==> config.mk <==
export PLATFORM = sky130hd
export DESIGN_NAME = sflash_read_seq
export DESIGN_NICKNAME = d
export VERILOG_FILES = /design/src/rtl/sfr_pkg.sv /design/src/rtl/sfr_pin_sync.sv /design/src/rtl/sfr_cmd_decoder.sv /design/src/rtl/sfr_addr_gen.sv /design/src/rtl/sfr_out_shift.sv /design/src/rtl/sflash_read_seq.sv
export SDC_FILE = /design/constraint.sdc
export NUM_CORES = 1
export LEC_CHECK = 0
export ABC_AREA = 0
export BUFFER_PORTS_ARGS = -buffer_cell sky130_fd_sc_hd__buf_2
export CAP_MARGIN = 20
export CELL_PAD_IN_SITES_DETAIL_PLACEMENT = 1
export CELL_PAD_IN_SITES_GLOBAL_PLACEMENT = 1
export CORE_ASPECT_RATIO = 0.8
export CORE_MARGIN = 5
export CORE_UTILIZATION = 45
export CTS_CLUSTER_SIZE = 20
export DETAILED_ROUTE_END_ITERATION = 6
export PLACE_DENSITY = 0.89
export SYNTH_ARGS = -nofsm -noshare
export SYNTH_HDL_FRONTEND = slang
export SYNTH_SLANG_ARGS = --single-unit
==> constraint.sdc <==
create_clock -name clk -period 4.15 [get_ports clk]
set_input_delay 0.6225 -clock clk [delete_from_list [all_inputs] [get_ports clk]]
set_output_delay 0.6225 -clock clk [all_outputs]
set_load 0.005 [all_outputs]
==> src/rtl/sfr_pkg.sv <==
// Package: shared types and command codes for the serial flash read sequencer.
// Assumes: command bytes are 8 bits and are compared as whole bytes.
package sfr_pkg;

    // Protocol phase of the current selection
    typedef enum logic [2:0] {
        PH_OPCODE = 3'd0,
        PH_ADDR   = 3'd1,
        PH_DUMMY  = 3'd2,
        PH_DATA   = 3'd3,
        PH_SKIP   = 3'd4
    } phase_e;

    // How the byte pointer moves past the end of a page
    typedef enum logic {
        RD_PAGE = 1'b0,
        RD_CONT = 1'b1
    } rdmode_e;

    localparam logic [7:0] CMD_CONT_LEGACY = 8'h68;
    localparam logic [7:0] CMD_CONT        = 8'hE8;
    localparam logic [7:0] CMD_PAGE_LEGACY = 8'h52;
    localparam logic [7:0] CMD_PAGE        = 8'hD2;

    function automatic logic cmd_is_cont(input logic [7:0] c);
        return (c == CMD_CONT_LEGACY) || (c == CMD_CONT);
    endfunction

    function automatic logic cmd_is_page(input logic [7:0] c);
        return (c == CMD_PAGE_LEGACY) || (c == CMD_PAGE);
    endfunction

endpackage

==> src/rtl/sfr_pin_sync.sv <==
// Module: brings chip select, SCK and SI onto the system clock and finds SCK edges.
// Assumes: each SCK phase lasts at least STAGES+2 system clocks; edges are
// reported only while the synchronized chip select is active.
module sfr_pin_sync #(
    parameter int STAGES = 2
) (
    input  logic clk,
    input  logic rst_n,
    input  logic cs_n,
    input  logic sck,
    input  logic si,
    output logic sel,
    output logic sck_rise,
    output logic sck_fall,
    output logic si_s
);
    // pipe bit 2 = cs_n, bit 1 = sck, bit 0 = si
    logic [2:0] pipe_q [STAGES];
    logic       sck_prev_q;

    // First synchronizer stage takes the raw pins
    always_ff @(posedge clk) begin
        if (!rst_n) pipe_q[0] <= 3'b100;
        else        pipe_q[0] <= {cs_n, sck, si};
    end

    generate
        for (genvar g = 1; g < STAGES; g++) begin : g_stage
            // Further synchronizer stages
            always_ff @(posedge clk) begin
                if (!rst_n) pipe_q[g] <= 3'b100;
                else        pipe_q[g] <= pipe_q[g-1];
            end
        end
    endgenerate

    // Remember the last synchronized SCK level for edge detection
    always_ff @(posedge clk) begin
        if (!rst_n) sck_prev_q <= 1'b0;
        else        sck_prev_q <= pipe_q[STAGES-1][1];
    end

    assign sel      = ~pipe_q[STAGES-1][2];
    assign si_s     = pipe_q[STAGES-1][0];
    assign sck_rise = sel &  pipe_q[STAGES-1][1] & ~sck_prev_q;
    assign sck_fall = sel & ~pipe_q[STAGES-1][1] &  sck_prev_q;

endmodule

==> src/rtl/sfr_cmd_decoder.sv <==
// Module: counts rising SCK bits through command, address and dummy phases,
// decodes the command and hands the page and raw byte field to the pointer.
// Assumes: only the low PAGE_AW+BYTE_AW address bits matter; the reserved
// upper bits fall off the top of the shift register.
module sfr_cmd_decoder
    import sfr_pkg::*;
#(
    parameter int PAGE_AW    = 11,
    parameter int BYTE_AW    = 9,
    parameter int RSV_W      = 4,
    parameter int DUMMY_BITS = 32
) (
    input  logic               clk,
    input  logic               rst_n,
    input  logic               sel,
    input  logic               sck_rise,
    input  logic               si_s,
    output phase_e             phase,
    output rdmode_e            mode,
    output logic               addr_load,
    output logic [PAGE_AW-1:0] load_page,
    output logic [BYTE_AW-1:0] load_byte
);
    localparam int OP_BITS   = 8;
    localparam int FIELD_W   = PAGE_AW + BYTE_AW;
    localparam int ADDR_BITS = RSV_W + FIELD_W;
    localparam int MAX_CNT   = (DUMMY_BITS > ADDR_BITS) ? DUMMY_BITS : ADDR_BITS;
    localparam int CNT_W     = $clog2(MAX_CNT);

    phase_e             phase_q;
    rdmode_e            mode_q;
    logic [CNT_W-1:0]   cnt_q;
    logic [FIELD_W-1:0] sh_q;
    logic [FIELD_W-1:0] sh_next;
    logic [OP_BITS-1:0] cmd_next;
    logic               load_q;
    logic [PAGE_AW-1:0] page_q;
    logic [BYTE_AW-1:0] byte_q;

    assign sh_next  = {sh_q[FIELD_W-2:0], si_s};
    assign cmd_next = sh_next[OP_BITS-1:0];

    // Phase sequencing on each rising SCK; deselect restarts at the command
    always_ff @(posedge clk) begin
        if (!rst_n || !sel) begin
            phase_q <= PH_OPCODE;
            mode_q  <= RD_PAGE;
            cnt_q   <= '0;
            sh_q    <= '0;
            load_q  <= 1'b0;
            page_q  <= '0;
            byte_q  <= '0;
        end else begin
            load_q <= 1'b0;
            if (sck_rise) begin
                sh_q <= sh_next;
                unique case (phase_q)
                    PH_OPCODE: begin
                        if (cnt_q == CNT_W'(OP_BITS - 1)) begin
                            cnt_q <= '0;
                            if (cmd_is_cont(cmd_next)) begin
                                phase_q <= PH_ADDR;
                                mode_q  <= RD_CONT;
                            end else if (cmd_is_page(cmd_next)) begin
                                phase_q <= PH_ADDR;
                                mode_q  <= RD_PAGE;
                            end else begin
                                phase_q <= PH_SKIP;
                            end
                        end else begin
                            cnt_q <= cnt_q + 1'b1;
                        end
                    end
                    PH_ADDR: begin
                        if (cnt_q == CNT_W'(ADDR_BITS - 1)) begin
                            cnt_q   <= '0;
                            phase_q <= PH_DUMMY;
                            load_q  <= 1'b1;
                            page_q  <= sh_next[FIELD_W-1:BYTE_AW];
                            byte_q  <= sh_next[BYTE_AW-1:0];
                        end else begin
                            cnt_q <= cnt_q + 1'b1;
                        end
                    end
                    PH_DUMMY: begin
                        if (cnt_q == CNT_W'(DUMMY_BITS - 1)) begin
                            cnt_q   <= '0;
                            phase_q <= PH_DATA;
                        end else begin
                            cnt_q <= cnt_q + 1'b1;
                        end
                    end
                    default: ;
                endcase
            end
        end
    end

    assign phase     = phase_q;
    assign mode      = mode_q;
    assign addr_load = load_q;
    assign load_page = page_q;
    assign load_byte = byte_q;

    // An unknown command holds the skip phase for the rest of the selection
    p_skip_holds_r1: assert property (@(posedge clk) disable iff (!rst_n)
        (phase_q == PH_SKIP && sel) |=> (phase_q == PH_SKIP || !sel));

    // Data never begins before the address has been handed over
    p_load_before_data_r2: assert property (@(posedge clk) disable iff (!rst_n)
        (phase_q == PH_DUMMY) |-> !(load_q && sck_rise && cnt_q == CNT_W'(DUMMY_BITS - 1)));

endmodule

==> src/rtl/sfr_addr_gen.sv <==
// Module: page and byte pointer, linear address, array read strobe and the
// one-byte prefetch register.
// Assumes: the array returns data on the cycle after mem_rd_en; load and
// advance never come on the same cycle.
module sfr_addr_gen
    import sfr_pkg::*;
#(
    parameter int PAGE_BYTES = 264,
    parameter int NUM_PAGES  = 2048,
    parameter int PAGE_AW    = 11,
    parameter int BYTE_AW    = 9,
    parameter int LIN_AW     = 20,
    parameter int DATA_W     = 8
) (
    input  logic               clk,
    input  logic               rst_n,
    input  logic               load,
    input  logic [PAGE_AW-1:0] load_page,
    input  logic [BYTE_AW-1:0] load_byte,
    input  rdmode_e            mode,
    input  logic               adv,
    output logic [LIN_AW-1:0]  mem_addr,
    output logic               mem_rd_en,
    input  logic [DATA_W-1:0]  mem_rd_data,
    output logic [DATA_W-1:0]  pf_byte,
    output logic               pf_valid
);
    localparam logic [BYTE_AW-1:0] LAST_BYTE = BYTE_AW'(PAGE_BYTES - 1);
    localparam logic [PAGE_AW-1:0] LAST_PAGE = PAGE_AW'(NUM_PAGES - 1);

    logic [PAGE_AW-1:0] page_q;
    logic [BYTE_AW-1:0] byte_q;
    logic               rd_q;
    logic               cap_q;
    logic [DATA_W-1:0]  pf_q;
    logic               pfv_q;

    // Pointer update on load or advance, and prefetch capture
    always_ff @(posedge clk) begin
        if (!rst_n) begin
            page_q <= '0;
            byte_q <= '0;
            rd_q   <= 1'b0;
            cap_q  <= 1'b0;
            pf_q   <= '0;
            pfv_q  <= 1'b0;
        end else begin
            rd_q  <= 1'b0;
            cap_q <= rd_q;
            if (cap_q) begin
                pf_q  <= mem_rd_data;
                pfv_q <= 1'b1;
            end
            if (load) begin
                page_q <= load_page;
                byte_q <= (32'(load_byte) >= PAGE_BYTES) ? '0 : load_byte;
                rd_q   <= 1'b1;
                pfv_q  <= 1'b0;
            end else if (adv) begin
                if (byte_q == LAST_BYTE) begin
                    byte_q <= '0;
                    if (mode == RD_CONT)
                        page_q <= (page_q == LAST_PAGE) ? '0 : page_q + 1'b1;
                end else begin
                    byte_q <= byte_q + 1'b1;
                end
                rd_q  <= 1'b1;
                pfv_q <= 1'b0;
            end
        end
    end

    assign mem_addr  = LIN_AW'(page_q) * LIN_AW'(PAGE_BYTES) + LIN_AW'(byte_q);
    assign mem_rd_en = rd_q;
    assign pf_byte   = pf_q;
    assign pf_valid  = pfv_q;

    // Byte pointer never leaves the page, even after an oversized start field
    p_byte_in_page_r4: assert property (@(posedge clk) disable iff (!rst_n)
        byte_q <= LAST_BYTE);

    // Page read wraps within the page
    p_page_wrap_r5: assert property (@(posedge clk) disable iff (!rst_n)
        (adv && !load && mode == RD_PAGE && byte_q == LAST_BYTE)
            |=> (byte_q == '0 && $stable(page_q)));

    // Continuous read moves on to the following page, and off the last one to page 0
    p_cont_wrap_r6: assert property (@(posedge clk) disable iff (!rst_n)
        (adv && !load && mode == RD_CONT && byte_q == LAST_BYTE)
            |=> (byte_q == '0 &&
                 page_q == (($past(page_q) == LAST_PAGE) ? '0 : $past(page_q) + 1'b1)));

    // Reset leaves the array port idle
    p_reset_idle_r9: assert property (@(posedge clk)
        !rst_n |=> !mem_rd_en);

endmodule

==> src/rtl/sfr_out_shift.sv <==
// Module: serial output shift register; loads a prefetched byte every DATA_W
// falling SCK edges and asks the pointer to step.
// Assumes: the prefetch register is filled before its byte is due.
module sfr_out_shift #(
    parameter int DATA_W = 8
) (
    input  logic              clk,
    input  logic              rst_n,
    input  logic              sel,
    input  logic              sck_fall,
    input  logic              data_phase,
    input  logic [DATA_W-1:0] pf_byte,
    input  logic              pf_valid,
    output logic              so_bit,
    output logic              active,
    output logic              adv
);
    localparam int BP_W = (DATA_W > 1) ? $clog2(DATA_W) : 1;

    logic [DATA_W-1:0] sh_q;
    logic [BP_W-1:0]   bp_q;
    logic              act_q;
    logic              adv_q;

    // Shift or reload on each falling SCK of the data phase
    always_ff @(posedge clk) begin
        if (!rst_n || !sel) begin
            sh_q  <= '0;
            bp_q  <= '0;
            act_q <= 1'b0;
            adv_q <= 1'b0;
        end else begin
            adv_q <= 1'b0;
            if (sck_fall && data_phase) begin
                if (bp_q == '0) begin
                    sh_q  <= pf_byte;
                    adv_q <= 1'b1;
                    act_q <= 1'b1;
                end else begin
                    sh_q <= {sh_q[DATA_W-2:0], 1'b0};
                end
                bp_q <= (bp_q == BP_W'(DATA_W - 1)) ? '0 : bp_q + 1'b1;
            end
        end
    end

    assign so_bit = sh_q[DATA_W-1];
    assign active = act_q;
    assign adv    = adv_q;

    // The next byte is ready whenever a byte boundary falls
    p_prefetch_ready_r8: assert property (@(posedge clk) disable iff (!rst_n)
        (sel && sck_fall && data_phase && bp_q == '0) |-> pf_valid);

endmodule

==> src/rtl/sflash_read_seq.sv <==
// Module: top of the serial flash array read sequencer. Ties the pin
// synchronizer, command decoder, address pointer and output shifter together.
// Assumes: SCK phases of at least four clk cycles; array read latency of one
// cycle; SO is tri-stated outside the pad by so_oe.
module sflash_read_seq
    import sfr_pkg::*;
#(
    parameter int PAGE_BYTES  = 264,
    parameter int NUM_PAGES   = 2048,
    parameter int RSV_W       = 4,
    parameter int DUMMY_BITS  = 32,
    parameter int SYNC_STAGES = 2,
    parameter int DATA_W      = 8,
    parameter int PAGE_AW     = $clog2(NUM_PAGES),
    parameter int BYTE_AW     = $clog2(PAGE_BYTES),
    parameter int LIN_AW      = $clog2(PAGE_BYTES * NUM_PAGES)
) (
    input  logic              clk,
    input  logic              rst_n,
    input  logic              cs_n,
    input  logic              sck,
    input  logic              si,
    output logic              so,
    output logic              so_oe,
    output logic [LIN_AW-1:0] mem_addr,
    output logic              mem_rd_en,
    input  logic [DATA_W-1:0] mem_rd_data
);
    logic               sel, sck_rise, sck_fall, si_s;
    phase_e             phase;
    rdmode_e            mode;
    logic               addr_load;
    logic [PAGE_AW-1:0] load_page;
    logic [BYTE_AW-1:0] load_byte;
    logic [DATA_W-1:0]  pf_byte;
    logic               pf_valid;
    logic               so_bit, active, adv;

    sfr_pin_sync #(.STAGES(SYNC_STAGES)) u_sync (
        .clk      (clk),
        .rst_n    (rst_n),
        .cs_n     (cs_n),
        .sck      (sck),
        .si       (si),
        .sel      (sel),
        .sck_rise (sck_rise),
        .sck_fall (sck_fall),
        .si_s     (si_s)
    );

    sfr_cmd_decoder #(
        .PAGE_AW    (PAGE_AW),
        .BYTE_AW    (BYTE_AW),
        .RSV_W      (RSV_W),
        .DUMMY_BITS (DUMMY_BITS)
    ) u_dec (
        .clk       (clk),
        .rst_n     (rst_n),
        .sel       (sel),
        .sck_rise  (sck_rise),
        .si_s      (si_s),
        .phase     (phase),
        .mode      (mode),
        .addr_load (addr_load),
        .load_page (load_page),
        .load_byte (load_byte)
    );

    sfr_addr_gen #(
        .PAGE_BYTES (PAGE_BYTES),
        .NUM_PAGES  (NUM_PAGES),
        .PAGE_AW    (PAGE_AW),
        .BYTE_AW    (BYTE_AW),
        .LIN_AW     (LIN_AW),
        .DATA_W     (DATA_W)
    ) u_ptr (
        .clk         (clk),
        .rst_n       (rst_n),
        .load        (addr_load),
        .load_page   (load_page),
        .load_byte   (load_byte),
        .mode        (mode),
        .adv         (adv),
        .mem_addr    (mem_addr),
        .mem_rd_en   (mem_rd_en),
        .mem_rd_data (mem_rd_data),
        .pf_byte     (pf_byte),
        .pf_valid    (pf_valid)
    );

    sfr_out_shift #(.DATA_W(DATA_W)) u_out (
        .clk        (clk),
        .rst_n      (rst_n),
        .sel        (sel),
        .sck_fall   (sck_fall),
        .data_phase (phase == PH_DATA),
        .pf_byte    (pf_byte),
        .pf_valid   (pf_valid),
        .so_bit     (so_bit),
        .active     (active),
        .adv        (adv)
    );

    assign so    = so_bit;
    assign so_oe = active & ~cs_n;

    // SO is only ever driven in the data phase
    p_oe_only_in_data_r2: assert property (@(posedge clk) disable iff (!rst_n)
        so_oe |-> (phase == PH_DATA));

    // A fresh selection starts with the output released
    p_fresh_select_r7: assert property (@(posedge clk) disable iff (!rst_n)
        $rose(sel) |-> !so_oe);

    // Reset leaves the pad released
    p_reset_quiet_r9: assert property (@(posedge clk)
        !rst_n |=> !so_oe);

endmodule

==> run summary, run 1 <==
The synthesized design spends more area on one cell type than any other, namely dfxtp_1. Cell internal power was estimated by the tool at 1.50 mW. The area growth from synthesis to layout is 16.9%.

The flow ran to the end, but the final reports show violations. The area share of the largest cell type after synthesis was 0.388; the synthesized-area fraction occupied by adder cells was 0.0837. Setup repair after global routing could not meet its margin everywhere. The die span in y was 105 µm; the total number of clock tree sinks was 99. TritonCTS built the clock tree. The wire length reported by the detailed router was 18.7 mm.

By area, the combinational part of the netlist is dominated by simple AND/OR/NAND/NOR gates. Among all flip-flop cells after synthesis, the most frequent one is dfxtp_1. The worst register-to-register path has a setup slack of 1510 ps.

0 antenna diodes ended up in the layout. Setup total negative slack on the finished layout was measured at -103 ps. Summed over all layers, the global routing overflow is 0. The maximum fanout along the worst path is 5.

The run gives 3 as the H-tree level count. The critical path goes through ha_1 > ha_1 > ha_1 > or4b_4 > nor4_2 > a21oi_1 > o311ai_2 > buf_4 > nand4_1 > a31oi_2 > xor2_1 > buf_2. Dominant cell by count in the synthesized netlist: nand2_1. The clock slew at the register clock pins of the worst setup and hold paths came out at 80 ps. The static power due to leakage is 2.26 nW. The post-synthesis share of cell area spent on xor and xnor gates was 0.0394. The via count of the first global-routing pass was 5,009; the post-layout minimum cycle time was 4250 ps. The largest single stage delay on the critical path is 550 ps. After filler insertion, the fill cell instance count of the layout stands at 1,309.

The total power consumption of the routed design is 1.93 mW, and the post-synthesis instance area is 5110 µm². The slowest stage of the critical path belongs to the cell or4b_4. The least setup slack across all paths after layout was -103 ps; the instance area after placement was 5410 µm². The run gives 0.544 as the final core utilization. The analysis attributes to net switching a power of 434 µW.

The worst-margin pin slew is 1050 ps, and the required arrival time at the worst endpoint is 3530 ps. The count of synthesis-stage warnings from yosys was 0. Port buffering added 35 buffers.

The final clock period utilization by the worst path came out at 1.02. The kind of end point of the critical path is a primary output. Measured in cells, the most critical reg-to-reg path has a length of 9. The worst vdd rail ir drop is 0.000204 V, and the combinational power share is 0.016.

The number of CTS-inserted buffers was 9; the final instance area was 5970 µm². The final route contains 5,058 vias. During I/O placement, the number of pins put on the boundary was 36.

The count of unique library cells instantiated by Yosys came out at 56. The cell sitting at the root of the clock tree is a clkbuf_16. In this run, placement finished with an instance count of 785. The timing-limited maximum frequency was 235 MHz; the part of the power in the clock network was 0.490. The number of slew-limit violations in the final report is 0, and the pin count of the biggest net entering global routing is 57.

The run gives 11,000 µm² as the area of the placeable core. The tools report the global routing usage summed across all routing layers as 0.237. The async set-or-reset flop fraction in the synthesized netlist is 0.

Counting instances in the post-synthesis netlist gives the leading cell types as 104 x nand2_1, 99 x dfxtp_1, 74 x a21oi_1. Cell with the most instances on the worst path: ha_1. The wire length per cell is 23.1 µm. The compound-cell area share of the yosys netlist came out at 0.160.

The number of nets in the synthesized netlist is 676. Counting along the longest clock path gives a buffer depth of 2. The logs give 13,600 µm² for the area enclosed by the die boundary and 17.1 ps for the setup clock skew after layout. The first TritonRoute pass finished after 4 iterations.

The terminus of the critical flop-to-flop path is u_ptr.page_q[7]. In the final layout, the multi-input gates occupy 3070 µm². By area the synthesized netlist is led by dfxtp_1 39%, nand2_1 7.6%, ha_1 7.6%, a21oi_1 7.2%, nor2_1 4.8%. The run gives 706 as the number of nets in the layout. The area taken by flip-flops and latches is 2000 µm², and the switching power share of the total is 0.225. For the part of the Yosys area used for sequential elements, the log shows 0.388.

The run gives 0 as the remaining number of nets flagged by the antenna check after routing. The synthesized area divided by synthesized cell count is 8.11 µm². The simple-gate area share of the yosys netlist works out to 0.243.

Startpoint-to-endpoint class of the critical path: register to primary output. The max-capacitance violation count is 0. The number of design rule violations left after detail routing was 0. The iteration-0 DRC count of the detailed router is 459. In the routed layout, each cell is associated on average with a via count of 6.25. In this run the worst setup path terminates at mem_addr[18]. In this run the critical register-to-register path is launched from u_ptr.page_q[0].

The worst setup path is launched from a register. At the end of routability-driven placement, the weighted congestion stood at 0.878. Counting flops and latches in the post-synthesis netlist gives 99.

The final reports fail on setup timing. The die width came out at 129 µm. The tools report the sequential share of power as 0.493.

In the synthesized netlist, the number of instances is 630. The setup-violating endpoint count in the final report came out at 1. On the final layout, the worst hold slack is 430 ps. For the clock latency at the later pin of the worst-skew pair, the log shows 360 ps. The tools report the initial core utilization as 0.466. The fraction of final layout cells sized beyond drive strength 1 is 0.156. The floorplan has 34 rows. The total power divided by cell area was 323 nW/µm².

Data arrival time of the critical path: 3630 ps. The finished layout holds 809 standard cells, fillers aside. The launch instance of the worst min-delay path was u_sync.pipe_q[0][2]. The critical path starts at u_ptr.page_q[4]. The placed wire-length estimate after detailed placement was 10.2 mm. The number of antenna violations at the first check in global routing came out at 0. Buffers inserted to repair hold after CTS numbered 0. The tools report the final hold violation count as 0. Before CTS, the worst setup slack after placement is 104 ps. The proportion of synthesized area in mux cells is 0.0453.

The worst hold path belongs to the class register to register. The tools report the worst-case headroom to the max-slew limit as 0.291. The wire length of the first global-routing pass is 26.2 mm, and the number of enable-type register cells in the synthesized netlist is 0.
==> layer usage <==
metal,up-vias,wire length (µm),part of all wire,global-route usage
li1,2255,-,-,-
met1,2489,7530,0.40,0.301
met2,234,9240,0.49,0.399
met3,80,1080,0.058,0.0425
met4,0,816,0.044,0.0892
met5,-,0,0,0
==> sequential cells by signal (all words and copies together) (netlist names) <==
signal,count
u_ptr.mem_rd_en,1
u_dec.load_page,11
u_dec.mode,1
u_ptr.byte_q,9
u_sync.pipe_q,6
u_ptr.pf_byte,8
u_dec.addr_load,1
u_out.adv,1
u_dec.phase,3
u_out.active,1
u_dec.cnt_q,5
u_dec.load_byte,9
u_dec.sh_q,19
u_out.bp_q,3
u_out.sh_q,8
u_ptr.cap_q,1
u_ptr.page_q,11
u_sync.sck_prev_q,1
==> worst max-delay path: cells and delay by family, from the launching register on <==
family / cells / cell delay, ps
flip-flops: 1 / 510
buffers and inverters: 2 / 370
AND/OR/NAND/NOR: 3 / 840
XOR/XNOR: 1 / 250
AO/OA/AOI/OAI: 3 / 370
adder cells (fa/ha/maj): 3 / 910
==> layout make-up <==
type,count,share of cell area
Tap cell,144,0.0302
Clock buffer,10,0.0383
Inverter,17,0.0107
Timing Repair Buffer,51,0.0555
Sequential cell,99,0.335
Clock inverter,6,0.0157
Multi-Input combinational cell,482,0.515
==> power groups by stage <==
stage	logic (mW)	registers, mW	clock network (mW)
2_1_floorplan	0.0161	0.975	0
3_3_place_gp	0.0274	0.976	0
3_5_place_dp	0.0284	0.977	0
4_1_cts	0.0291	0.954	0.931
5_1_grt	0.0336	0.952	0.988
6_report	0.0318	0.952	0.946
==> how the worst min path moves through the flow <==
| stage | to | slack (ps) | cells past startpoint |
|---|---|---|---|
| after floorplan | u_sync.pipe_q[1][2] | 390 | 1 |
| after global placement | u_sync.pipe_q[1][2] | 400 | 1 |
| after detailed placement | u_sync.pipe_q[1][2] | 400 | 1 |
| after CTS | u_sync.pipe_q[1][2] | 420 | 1 |
| after global routing | u_sync.pipe_q[1][2] | 430 | 1 |
| final | u_sync.pipe_q[1][2] | 430 | 1 |
==> what timing repair did <==
item / 4_1_cts / 5_1_grt
pin swaps: 4 / 7
setup endpoints to repair: 2 / 5
buffers inserted: 1 / 4
cloned: 0 / 0
resized for setup: 10 / 23
==> kinds of logic (layout without fill, tap and decap cells) <==
kind of cell	Yosys count	count (layout)
AO/OA/AOI/OAI	140	140
multiplexers	23	23
AND/OR/NAND/NOR	263	263
flip-flops	99	99
adder cells (fa/ha/maj)	33	33
buffers and inverters	49	84
XOR/XNOR	23	23
==> placed cells by master, fill, tap and decap left out, types with 16 or more instances in the layout <==
cell,count
nand3_1,16
nor2_1,65
a21oi_1,72
nand2_1,103
xnor2_1,16
inv_1,17
buf_2,35
dfxtp_1,91
mux2i_1,22
o21ai_0,23
ha_1,26
No activity file was read; power rests on OpenSTA's default activity.
==> run 2: changes to the inputs <==
--- a/config.mk
+++ b/config.mk
@@ -15,6 +15,7 @@
 export CORE_UTILIZATION = 45
 export CTS_CLUSTER_SIZE = 20
 export DETAILED_ROUTE_END_ITERATION = 6
+export GPL_TIMING_DRIVEN = 0
 export PLACE_DENSITY = 0.89
 export SYNTH_ARGS = -nofsm -noshare
 export SYNTH_HDL_FRONTEND = slang
==> run summary, run 2 (same netlist as run 1, synthesis figures left out) <==
The cell with the most instances on the worst path is ha_1. For this design, the sink count on the clock tree is 99. The routed design has 16.9 mm of wire. The tools report the number of placed I/O pins as 36. The tools report the sort of element at the start of the critical path as a register. The path class of the tightest hold or removal check is register to register. The placer congestion estimate is 0.877, and the worst-margin pin slew is 1100 ps.

The total power divided by cell area is 317 nW/µm², and the number of buffer and inverter stages on the critical path is 1. For this run, the detailed router's first-pass iteration total came to 5. The logs give 0 for the number of slew-limit violations in the final report and 0.256 for the worst-case headroom to the max-slew limit. At the later pin of the worst-skew pair, clock insertion delay measures 350 ps.

The number of flip-flops under the largest register name is 19. The max-capacitance violation count is 0. Counting the buffers created by CTS gives 9. The switching power share of the total is 0.206, and the number of antenna violations at the first check in global routing is 0. The root buffer cell chosen for the clock tree is clkbuf_16. The kind of cell with the highest combined delay on the critical path is adder cells. The tools report the instance area after placement as 5470 µm². Register with the most flip-flops: u_dec.sh_q.

In this run the tool buffered the top-level ports with 35 buffer cells. The clock tree synthesis step divided the H-tree into 3 levels. Cell at the slowest stage of the critical path: dfxtp_4. The wire length per cell is 20.4 µm, and the remaining number of nets flagged by the antenna check after routing is 0. The final core utilization came out at 0.545. The flow ran to the end, and the final reports show no timing, DRC or antenna violations. The worst setup path is captured at a primary output.

The post-route setup TNS came out at 0 ps. The logs give 827 for the non-filler instance count after layout and 809 for the number of cells in the design after placement. Across the VDD grid, the largest voltage drop is 0.000206 V. The combinational power share was 0.017; the die width was 129 µm. The clock arrives with 8.82 ps of skew. The run gives 0.502 as the sequential share of power.

The via count of the first global-routing pass is 5,338. Net load switching power: 391 µW. The die span in y was 105 µm. The internal power is 1.50 mW, and the initial core utilization is 0.466. The number of antenna diodes in the final layout is 0. The clock slew at the register clock pins of the worst setup and hold paths works out to 70 ps. The top cell types in the final layout, fill and taps aside, are 104 x nand2_1, 90 x dfxtp_1, 72 x a21oi_1, 65 x nor2_1, 38 x buf_2. After filler insertion, the fill cell instance count of the layout stands at 1,339. The final hold violation count was 0; the aggregate global routing overflow was 0.

The routed layout has 4,957 vias. The number of nets in the layout came out at 724. Summing all non-filler instances in the final layout gives an area of 5980 µm². For this run, design rule violations remaining after detail routing come to 0.

The run gives 11,000 µm² as the area of the placeable core. Fraction of final layout cells sized beyond drive strength 1: 0.139. The largest single stage delay on the critical path is 390 ps. For the required arrival time at the worst endpoint, the log shows 3530 ps.

The placed wire-length estimate after detailed placement was 11.1 mm. TritonCTS built the clock tree. The first global-routing pass estimated 27.4 mm of wire. The logs give 0.251 for the global routing usage summed across all routing layers and 0.480 for the part of the power in the clock network.

The post-layout minimum cycle time is 4140 ps, and the pin count of the biggest net entering global routing is 17. The die covers 13,600 µm². Most common cell after layout, fill and taps aside: nand2_1. Along the worst path, the maximum fanout reaches 7. The mean number of vias per cell works out to 5.99. The signal on the critical path passes through ha_1 > ha_4 > ha_1 > a21o_1 > a21oi_1 > xnor2_1 > nor3_4 > nand4_1 > a31oi_2 > xor2_1 > buf_2. The startpoint-to-endpoint class of the critical path is register to primary output. Counting along the longest clock path gives a buffer depth of 2.

The timing-limited maximum frequency came out at 242 MHz. The final clock period utilization by the worst path came out at 0.997. Relative to the synthesized area, the layout overhead comes to 17.0%. For the worst setup path, the data arrival time is 3510 ps.

The iteration-0 DRC count of the detailed router was 403. The analysis attributes to cell leakage a power of 2.23 nW. Row generation in the floorplan step produced 34 rows.

Setup violations remaining at the end of the flow were counted as 0.
[run 2: cell type report]
cell class	instances	area [µm²]	share of cell area
well taps	144	180	0.0301
clock buffers	10	239	0.0400
flip-flops and latches	99	2010	0.335
clock inverters	6	86.3	0.0144
multi-input cells	482	3070	0.514
plain buffers	32	143	0.0238
repair buffers	37	190	0.0318
inverters	17	63.8	0.0107
[run 2: worst paths after layout]
check	from	end	slack, ps	cells after the start
setup reg to reg	u_ptr.byte_q[6]	u_ptr.page_q[9]	1670	7
hold / removal	u_sync.pipe_q[0][2]	u_sync.pipe_q[1][2]	420	1
setup / recovery	u_ptr.page_q[3]	mem_addr[18]	10	11
hold reg to reg	u_sync.pipe_q[0][2]	u_sync.pipe_q[1][2]	420	1
[run 2: routing by layer]
layer  vias to the layer above  GRT usage  share of wire
met2                       167      0.425           0.49
met4                         0      0.103          0.039
met3                        73     0.0566          0.049
li1                       2294          -              -
met1                      2423      0.306           0.43
met5                         -          0              0
[run 2: metrics by stage]
stage / total power [mW] / hold slack, ps / setup slack [ps]
6_report: 1.89 / 422 / 13.0
5_1_grt: 1.95 / 460 / -36.4
4_1_cts: 1.91 / 425 / 2.13
3_5_place_dp: 1.01 / 405 / -365
3_3_place_gp: 1.01 / 392 / -85.5
2_1_floorplan: 0.991 / 386 / 492
[run 2: power groups by stage]
stage	combinational, mW	clock [mW]	sequential (mW)
after floorplan	0.0161	0	0.975
after global placement	0.0298	0	0.976
after detailed placement	0.0315	0	0.976
after CTS	0.0319	0.921	0.953
after global routing	0.0354	0.965	0.951
final	0.0327	0.909	0.951
[run 2: repair_timing]
action                     CTS  global route
hold buffers                 0             0
pin swaps                    7             4
gates cloned                 0             0
hold endpoints to repair     0             0
gates resized for setup     22            15
setup endpoints to repair    4             2
setup buffers                2             0
[run 2: worst register-to-register path, stage by stage, from the launching register on]
cell     delay, ps
dfxtp_1        370
or4b_4         560
nor4_4         330
nand3_2        190
or4_1          550
a21oi_1        180
a21oi_1         80
nor2_1         150
